### src/rtl/dma2d_pkg.sv
package dma2d_pkg;
  typedef enum logic [1:0] {
    ST_IDLE = 2'd0,
    ST_RECT = 2'd1,
    ST_RING = 2'd2
  } seq_state_e;
endpackage

### src/rtl/dma2d_rst_sync.sv
module dma2d_rst_sync #(
  parameter int STAGES = 2
) (
  input  logic clk,
  input  logic rst_n,
  output logic rst_n_sync
);
  logic [STAGES-1:0] stg_q;

  always_ff @(posedge clk or negedge rst_n) begin
    if (!rst_n) stg_q <= '0;
    else        stg_q <= {stg_q[STAGES-2:0], 1'b1};
  end

  assign rst_n_sync = stg_q[STAGES-1];
endmodule

### src/rtl/dma2d_ctrl.sv
module dma2d_ctrl import dma2d_pkg::*; (
  input  logic       clk,
  input  logic       rst_n,
  input  logic       start,
  input  logic       abort,
  input  logic       fire,
  input  logic       ring_sel,
  input  logic       rect_last,
  output seq_state_e state,
  output logic       load,
  output logic       done
);
  seq_state_e state_q, state_d;
  logic       done_q, done_d;

  always_comb begin
    state_d = state_q;
    done_d  = 1'b0;
    load    = 1'b0;
    unique case (state_q)
      ST_IDLE: begin
        if (start && !abort) begin
          load    = 1'b1;
          state_d = ring_sel ? ST_RING : ST_RECT;
        end
      end
      ST_RECT: begin
        if (abort) begin
          state_d = ST_IDLE;
        end else if (fire && rect_last) begin
          state_d = ST_IDLE;
          done_d  = 1'b1;
        end
      end
      ST_RING: begin
        if (abort) state_d = ST_IDLE;
      end
      default: state_d = ST_IDLE;
    endcase
  end

  always_ff @(posedge clk or negedge rst_n) begin
    if (!rst_n) begin
      state_q <= ST_IDLE;
      done_q  <= 1'b0;
    end else begin
      state_q <= state_d;
      done_q  <= done_d;
    end
  end

  assign state = state_q;
  assign done  = done_q;
endmodule

### src/rtl/dma2d_rect_walk.sv
module dma2d_rect_walk #(
  parameter int AW = 32,
  parameter int LW = 16
) (
  input  logic          clk,
  input  logic          rst_n,
  input  logic          load,
  input  logic          step,
  input  logic [AW-1:0] cfg_addr,
  input  logic [LW-1:0] cfg_xlen,
  input  logic [LW-1:0] cfg_width,
  input  logic [LW-1:0] cfg_ylen,
  output logic [AW-1:0] addr,
  output logic          last
);
  logic [AW-1:0] cur_q, cur_d, base_q, base_d;
  logic [LW-1:0] xc_q, xc_d, yc_q, yc_d;
  logic [LW-1:0] xl_q, wd_q, yl_q;
  logic          x_end, adv_en;

  assign x_end  = (xc_q == (xl_q - 1'b1));
  assign last   = x_end && (yc_q == yl_q);
  assign adv_en = load | (step & ~last);

  always_comb begin
    cur_d  = cur_q;
    base_d = base_q;
    xc_d   = xc_q;
    yc_d   = yc_q;
    if (load) begin
      cur_d  = cfg_addr;
      base_d = cfg_addr;
      xc_d   = '0;
      yc_d   = '0;
    end else if (x_end) begin
      base_d = base_q + AW'(wd_q);
      cur_d  = base_d;
      xc_d   = '0;
      yc_d   = yc_q + 1'b1;
    end else begin
      cur_d  = cur_q + 1'b1;
      xc_d   = xc_q + 1'b1;
    end
  end

  always_ff @(posedge clk or negedge rst_n) begin
    if (!rst_n) begin
      cur_q  <= '0;
      base_q <= '0;
      xc_q   <= '0;
      yc_q   <= '0;
    end else if (adv_en) begin
      cur_q  <= cur_d;
      base_q <= base_d;
      xc_q   <= xc_d;
      yc_q   <= yc_d;
    end
  end

  always_ff @(posedge clk or negedge rst_n) begin
    if (!rst_n) begin
      xl_q <= '0;
      wd_q <= '0;
      yl_q <= '0;
    end else if (load) begin
      xl_q <= cfg_xlen;
      wd_q <= cfg_width;
      yl_q <= cfg_ylen;
    end
  end

  assign addr = cur_q;
endmodule

### src/rtl/dma2d_ring_walk.sv
module dma2d_ring_walk #(
  parameter int AW = 32,
  parameter int LW = 16
) (
  input  logic          clk,
  input  logic          rst_n,
  input  logic          load,
  input  logic          step,
  input  logic [AW-1:0] cfg_addr,
  input  logic [LW-1:0] cfg_width,
  input  logic [LW-1:0] cfg_ylen,
  output logic [AW-1:0] addr,
  output logic          evt
);
  localparam int PW = 2 * LW + 1;

  logic [AW-1:0] cur_q, cur_d, base_q;
  logic [PW-1:0] pos_q, pos_d, alast_q, hlast_q;
  logic [PW-1:0] area_w, alast_d, hlast_d;
  logic          wrap, adv_en;

  assign area_w  = PW'(cfg_width) * (PW'(cfg_ylen) + PW'(1));
  assign alast_d = area_w - PW'(1);
  assign hlast_d = (area_w >> 1) - PW'(1);

  assign wrap   = (pos_q == alast_q);
  assign evt    = step & ((pos_q == hlast_q) | wrap);
  assign adv_en = load | step;

  always_comb begin
    if (load) begin
      cur_d = cfg_addr;
      pos_d = '0;
    end else if (wrap) begin
      cur_d = base_q;
      pos_d = '0;
    end else begin
      cur_d = cur_q + 1'b1;
      pos_d = pos_q + 1'b1;
    end
  end

  always_ff @(posedge clk or negedge rst_n) begin
    if (!rst_n) begin
      cur_q <= '0;
      pos_q <= '0;
    end else if (adv_en) begin
      cur_q <= cur_d;
      pos_q <= pos_d;
    end
  end

  always_ff @(posedge clk or negedge rst_n) begin
    if (!rst_n) begin
      base_q  <= '0;
      alast_q <= '0;
      hlast_q <= '0;
    end else if (load) begin
      base_q  <= cfg_addr;
      alast_q <= alast_d;
      hlast_q <= hlast_d;
    end
  end

  assign addr = cur_q;
endmodule

### src/rtl/dma2d_addr_gen.sv
module dma2d_addr_gen import dma2d_pkg::*; #(
  parameter int AW = 32,
  parameter int LW = 16
) (
  input  logic          clk,
  input  logic          rst_n,
  input  logic          start,
  input  logic [AW-1:0] cfg_addr,
  input  logic [LW-1:0] cfg_xlen,
  input  logic [LW-1:0] cfg_width,
  input  logic [LW-1:0] cfg_ylen,
  input  logic          abort,
  input  logic          pause,
  input  logic          ready,
  output logic [AW-1:0] addr,
  output logic          valid,
  output logic          done,
  output logic          half_evt
);
  logic          rst_n_i;
  seq_state_e    state;
  logic          load, fire, busy, ring_sel;
  logic          rect_last, rect_step, ring_step, ring_evt;
  logic          ring_mode_q, half_q, half_d;
  logic [AW-1:0] rect_addr, ring_addr;

  dma2d_rst_sync #(.STAGES(2)) u_rst_sync (
    .clk        (clk),
    .rst_n      (rst_n),
    .rst_n_sync (rst_n_i)
  );

  assign ring_sel  = (cfg_xlen == '0);
  assign busy      = (state != ST_IDLE);
  assign valid     = busy & ~pause;
  assign fire      = valid & ready;
  assign rect_step = fire & (state == ST_RECT);
  assign ring_step = fire & (state == ST_RING);

  dma2d_ctrl u_ctrl (
    .clk       (clk),
    .rst_n     (rst_n_i),
    .start     (start),
    .abort     (abort),
    .fire      (fire),
    .ring_sel  (ring_sel),
    .rect_last (rect_last),
    .state     (state),
    .load      (load),
    .done      (done)
  );

  dma2d_rect_walk #(.AW(AW), .LW(LW)) u_rect (
    .clk       (clk),
    .rst_n     (rst_n_i),
    .load      (load),
    .step      (rect_step),
    .cfg_addr  (cfg_addr),
    .cfg_xlen  (cfg_xlen),
    .cfg_width (cfg_width),
    .cfg_ylen  (cfg_ylen),
    .addr      (rect_addr),
    .last      (rect_last)
  );

  dma2d_ring_walk #(.AW(AW), .LW(LW)) u_ring (
    .clk       (clk),
    .rst_n     (rst_n_i),
    .load      (load),
    .step      (ring_step),
    .cfg_addr  (cfg_addr),
    .cfg_width (cfg_width),
    .cfg_ylen  (cfg_ylen),
    .addr      (ring_addr),
    .evt       (ring_evt)
  );

  assign half_d = ring_evt & ~abort;

  always_ff @(posedge clk or negedge rst_n_i) begin
    if (!rst_n_i) ring_mode_q <= 1'b0;
    else if (load) ring_mode_q <= ring_sel;
  end

  always_ff @(posedge clk or negedge rst_n_i) begin
    if (!rst_n_i) half_q <= 1'b0;
    else          half_q <= half_d;
  end

  assign half_evt = half_q;
  assign addr     = ring_mode_q ? ring_addr : rect_addr;
endmodule

### config.mk
export PLATFORM = sky130hd
export DESIGN_NAME = dma2d_addr_gen
export DESIGN_NICKNAME = d
export VERILOG_FILES = /design/src/rtl/dma2d_pkg.sv /design/src/rtl/dma2d_rst_sync.sv /design/src/rtl/dma2d_ctrl.sv /design/src/rtl/dma2d_rect_walk.sv /design/src/rtl/dma2d_ring_walk.sv /design/src/rtl/dma2d_addr_gen.sv
export SDC_FILE = /design/constraint.sdc
export NUM_CORES = 2
export LEC_CHECK = 0
export CORE_MARGIN = 4
export CORE_UTILIZATION = 51
export CTS_CLUSTER_DIAMETER = 60
export DETAILED_ROUTE_END_ITERATION = 8
export PLACE_DENSITY = 0.72
export SLEW_MARGIN = 20
export SYNTH_ARGS = -nofsm -noshare
export SYNTH_HDL_FRONTEND = slang
export SYNTH_SLANG_ARGS = --single-unit
### constraint.sdc
create_clock -name clk -period 9.4 [get_ports clk]
set_input_delay 1.41 -clock clk [delete_from_list [all_inputs] [get_ports clk]]
set_output_delay 1.41 -clock clk [all_outputs]
set_load 0.005 [all_outputs]
* After elaboration in Yosys (flattened, before gate mapping) *
Index checks and enable logic that the tools add are counted.

word-level totals
  register bits = 314
  logic and storage cells = 84
  bits in writable memories = 0
  memories kept = 0
  bits of input ports = 86
  latch bits = 0
  memory bits (read-only) = 0
  output and inout port bits = 35

cells by class
  add/sub/neg operators = 10
  bitwise operators = 13
  multiplexer cells = 24
  multipliers = 1
  div/mod/pow operators = 0
  order comparisons = 0
  reductions and logical operators = 10
  shift operators = 0
  eq/ne operators = 9

operators by type and width
  kind                                                   number
  two-way mux 32 bit                                     7
  == test 33 bit                                         2
  two-way mux 33 bit                                     2
  adder 32 x 1 -> 32 bit, second input constant          2
  two-way mux 16 bit                                     4
  adder 33 x 1 -> 33 bit, second input constant          1
  multiplier 16 x 33 -> 33 bit                           1
  subtractor 32 x 1 -> 33 bit, second input constant     1
  subtractor 33 x 1 -> 33 bit, second input constant     1
  adder 16 x 1 -> 16 bit, second input constant          2
  adder 32 x 16 -> 32 bit                                1
  == test 16 bit                                         2
  adder 16 x 1 -> 17 bit, second input constant          1
  zero test 16 bit                                       1
  subtractor 16 x 1 -> 16 bit, second input constant     1
  two-way mux 2 bit                                      5
  AND 1 bit                                              7
  one-hot mux 2 bit (3 select lines)                     1
  two-way mux 1 bit                                      5
  nonzero test 2 bit                                     2
  logical AND 1 bit                                      3
  inequality test 3 x 2 -> 1 bit, second input constant  1
  NOT 1 bit                                              3
  OR 1 bit                                               3
  other kinds (8)                                        8

* Longest topological paths before layout *
  word-level depth = 7
  mapped depth = 32
  depth with buffers taken out = 29

* Hierarchy *
A second synthesis with hierarchy kept.

second synthesis, totals
  cells, all modules = 3315
  area, all modules = 29077.9 µm²

modules (own cells, without submodules)
  module           cells each  area an instance (µm²)  times used  sequential area each (µm²)
  dma2d_ring_walk  2269        19359.8                 1           4078.9
  dma2d_rect_walk  982         8993.6                  1           3603.5
  dma2d_addr_gen   50          540.5                   1           50.0
  dma2d_ctrl       11          130.1                   1           75.1
  dma2d_rst_sync   3           53.8                    1           50.0

* Worst setup path after synthesis *
OpenSTA, ideal clock, no wires.

  path type = input -> register
  from = in cfg_ylen[0]
  to = reg u_ring.hlast_q[30]
  setup time = 0.126 ns
  data required time = 9.274 ns
  path slack = 0.318 ns
  arrival time = 8.956 ns
  path buffers = 3
  stages on the path = 31
  cells stage by stage = clkbuf_1 nand2_1 nor2_1 and3_1 nand2_1 nor2_1 nand2_1 xnor2_1 clkbuf_1 nand2_1 fa_1 fa_1 inv_1 fa_1 fa_1 fa_1 inv_1 fa_1 inv_1 ha_1 and3_1 clkbuf_1 nand2_1 o21a_1 o21ai_1 and3_1 o32ai_1 nor4b_1 nand2_1 o21a_1 a221o_1

between the ends
  longest elaborated chain between the ends = 3

RTL lines
  element                       line                   text
  start: declaration            dma2d_addr_gen.sv:11   input logic [LW-1:0] cfg_ylen,
  adder 16 x 1 -> 17 bit        dma2d_ring_walk.sv:22  assign area_w = PW'(cfg_width) * (PW'(cfg_ylen) + PW'(1));
  multiplier 16 x 33 -> 33 bit  dma2d_ring_walk.sv:22
  subtractor 32 x 1 -> 33 bit   dma2d_ring_walk.sv:24  assign hlast_d = (area_w >> 1) - PW'(1);
  end signal: assignment        dma2d_ring_walk.sv:61  hlast_q <= hlast_d;
  end: declaration              dma2d_ring_walk.sv:18  logic [PW-1:0] pos_q, pos_d, alast_q, hlast_q;

Every way passes these cells.
A chain may end at the register's enable or synchronous reset.

* Worst setup path after layout *
  from = in cfg_ylen[1]
  to = reg u_ring.alast_q[30]

between the ends
  longest elaborated chain between the ends = 3

RTL lines
  element                       line                   text
  adder 16 x 1 -> 17 bit        dma2d_ring_walk.sv:22
  multiplier 16 x 33 -> 33 bit  dma2d_ring_walk.sv:22
  subtractor 33 x 1 -> 33 bit   dma2d_ring_walk.sv:23  assign alast_d = area_w - PW'(1);
  end signal: assignment        dma2d_ring_walk.sv:60  alast_q <= alast_d;
  end: declaration              dma2d_ring_walk.sv:18

Every way passes these cells.

==> impl_metrics.py <==
metrics = {
    "run_status": {
        "status": "completed",
    },
    "logic_synthesis": {
        "synth-edff-count": 0,
        "synth_area_sq_um": 28300,
        "synth_mux_area_frac": 0.0191,
        "synth-async-reset-ratio": 1.00,
        "synth_cells": 3343,
        "syn_nets": 3769,
        "synth_simple_gate_area_share": 0.228,
        "synth-seq-cells": 314,
        "synth_top_family_by_area": "simple AND/OR/NAND/NOR gates",
        "yosys_warnings": 0,
        "synth_compound_area_frac": 0.123,
        "seq_area_frac_synth": 0.278,
        "synthAdderAreaFrac": 0.206,
        "synth_area_leaders": "dfrtp_1, fa_1, nand2_1",
        "synth_area_per_cell_sq_um": 8.46,
        "synth_top_area_share": 0.278,
        "synth_top_cell_by_area": "dfrtp_1",
        "synthXorXnorAreaFrac": 0.0852,
        "synthDistinctLibCells": 95,
        "synth_ff_type": "dfrtp_1",
    },
    "worst_setup_path": {
        "r2r-end": "u_rect.yc_q[15]$_DFFE_PN0P_",
        "critPathKind": "input port to flip-flop",
        "crit_end": "u_ring.alast_q[30]$_DFFE_PN0P_",
        "cp_num_cells": 32,
        "crit_top_cell": "fa_1",
        "crit_family": "adder cells",
        "r2r_cells": 14,
        "required_ps": 9880,
        "cp-startpoint": "cfg_ylen[1]",
        "start_kind": "input port",
        "slowest_delay_ps": 550,
        "crit_path_max_fanout": 16,
        "ff2ff_setup_slack_ps": 4790,
        "critPathBufInv": 7,
        "slowest_stage": "fa_1",
        "r2r-start": "u_rect.xl_q[0]$_DFFE_PN0P_",
        "arrival_ps": 9380,
        "critPathCaptureType": "flip-flop",
    },
    "clock_network": {
        "cts_hold_buf": 0,
        "cts_made_buffers": 40,
        "root_buffer": "clkbuf_16",
        "clockBufferDepth": 3,
        "postCtsResizedCells": 0,
        "clk_pin_slew_ps": 50,
        "clock_latency_ps": 560,
        "cts_tree": "done",
        "cts_setup_buffers": 0,
        "h-tree-depth": 2,
        "clock-sinks": 314,
    },
    "sta": {
        "slew_headroom": 0.226,
        "setup_viol": 0,
        "fin_crit_ps": 8900,
        "hold_viol_final": 0,
        "fin_setup_tns_ps": 0,
        "hold_ws_ps": 363,
        "fmax_mhz": 112,
        "worst_pin_slew_ps": 1130,
        "finalMaxSlewViolations": 0,
        "post-route-period-util": 0.947,
        "clock_skew_ps": 23.5,
        "rsz0062_at_grt": "no",
    },
    "routing": {
        "vias": 24400,
        "drt-initial-drc-count": 2158,
        "firstDrtPassIters": 5,
        "wl_mm": 79.5,
        "drc_errors": 0,
        "routed_via_density": 5.73,
        "drtAntennaViolNets": 0,
        "wl_per_cell_um": 18.7,
    },
    "floorplanning": {
        "ios": 121,
        "fp.dieArea_sq_um": 59300,
        "die_w_um": 243,
        "fp-row-count": 86,
        "chipHeight_um": 243,
        "start_util": 0.514,
        "core_area_sq_um": 55000,
    },
    "finish": {
        "final_common_cell": "nand2_1",
        "layout-drive-gt1-share": 0.0825,
        "layout_common_cells": "nand2_1, dfrtp_1, inv_1, nor2_1, fa_1",
        "areaGrowthSynthToFinish_pct": 14.2,
        "nets": 3904,
        "nFillCells": 4848,
        "fin_cells": 4252,
    },
    "global_routing": {
        "globalRouteMet2Util": 0.443,
        "grt_overflow": 0,
        "first_global_vias": 24200,
        "grt_max_degree": 195,
        "antenna_found_initial": 1,
        "grt_busiest_layer": "met2",
        "met1_usage": 0.358,
        "grt_pass1_wl_mm": 129,
        "gr-usage-met3": 0.0371,
        "grt_use_total": 0.267,
    },
    "place": {
        "hpwl_mm": 60.4,
        "portBuffers": 120,
        "dp.cells": 4184,
        "gp_congestion": 0.934,
    },
    "min_path": {
        "hp-class": "flip-flop to flip-flop",
        "hp-start": "u_rst_sync.stg_q[0]$_DFF_PN0_",
    },
    "run": {
        "drv_cap": 0,
    },
}
layer usage:
layer,up-vias,wire length [um],part of all wire
met5,-,0,0
met4,0,3450,0.043
met3,198,5340,0.067
met2,870,38000,0.48
met1,11900,32700,0.41
li1,11400,-,-
cell type report:
class / instances / area (sq um) / area share
well taps: 748 / 936 / 0.0290
inverters: 281 / 1050 / 0.0327
clock buffers: 51 / 1140 / 0.0355
diodes: 1 / 2.50 / 0.0000775
clock inverters: 16 / 218 / 0.00675
flip-flops and latches: 314 / 7860 / 0.244
repair buffers: 261 / 2330 / 0.0723
multi-input cells: 2580 / 18700 / 0.580
through the flow:
step,area [sq um],setup slack [ps],util
after detailed placement,30900,-76.2,0.562
after CTS,32300,526,0.587
after floorplan,28300,0.903,-
after global placement,30900,43.3,0.562
final,32300,499,0.587
after global routing,32300,3.76,0.587
worst min-delay path by stage:
| stage | slack, ps | to | cells past startpoint |
|---|---|---|---|
| CTS | 370 | u_rst_sync.stg_q[1]$_DFF_PN0_ | 0 |
| global placement | 330 | u_rst_sync.stg_q[1]$_DFF_PN0_ | 0 |
| finish | 360 | u_rst_sync.stg_q[1]$_DFF_PN0_ | 0 |
| floorplan | 330 | u_rst_sync.stg_q[1]$_DFF_PN0_ | 0 |
| detailed placement | 350 | u_rst_sync.stg_q[1]$_DFF_PN0_ | 0 |
| global route | 370 | u_rst_sync.stg_q[1]$_DFF_PN0_ | 0 |
kinds of logic after synthesis:
group	count (synthesis)
fa+ha+maj	340
mux	50
buf+inv	449
xor+xnor	272
compound gates	552
other cells	1
flops	314
simple gates	1365
flip-flops by register name, indices dropped and copies added, names as in the netlist, 32 cells and up:
signal	cells
u_rect.addr	32
u_rect.base_q	32
u_ring.addr	32
u_ring.alast_q	33
u_ring.base_q	32
u_ring.hlast_q	33
u_ring.pos_q	33
cells in the mapped netlist (24+ instances only):
master and n:
dfrtp_1 314, nand4_1 57, a21oi_1 131, o21ai_0 178
fa_1 209, nand2_1 608, xor2_1 147, clkbuf_1 136
nor2_1 219, o22ai_1 27, and2_1 131, nor2b_1 29
mux2_2 32, and3_1 38, nor3_1 50, inv_1 281
nor4_1 37, nand3_1 102, ha_1 131, a31oi_1 34
o21a_1 24, xnor2_1 123
worst register-to-register path: stages, from the launching register on:
cell	delay, ps
dfrtp_1	420
inv_1	100
ha_1	230
or4b_4	530
nor2_1	150
xnor2_1	110
nor4_1	460
o21ai_0	160
a2111o_1	420
buf_4	300
o21ai_2	690
buf_4	440
and4_1	290
xnor2_1	120
nor2_1	50
Power is not shown: default switching activity piles up to over one toggle a cycle in this logic, so the estimate is an artifact.
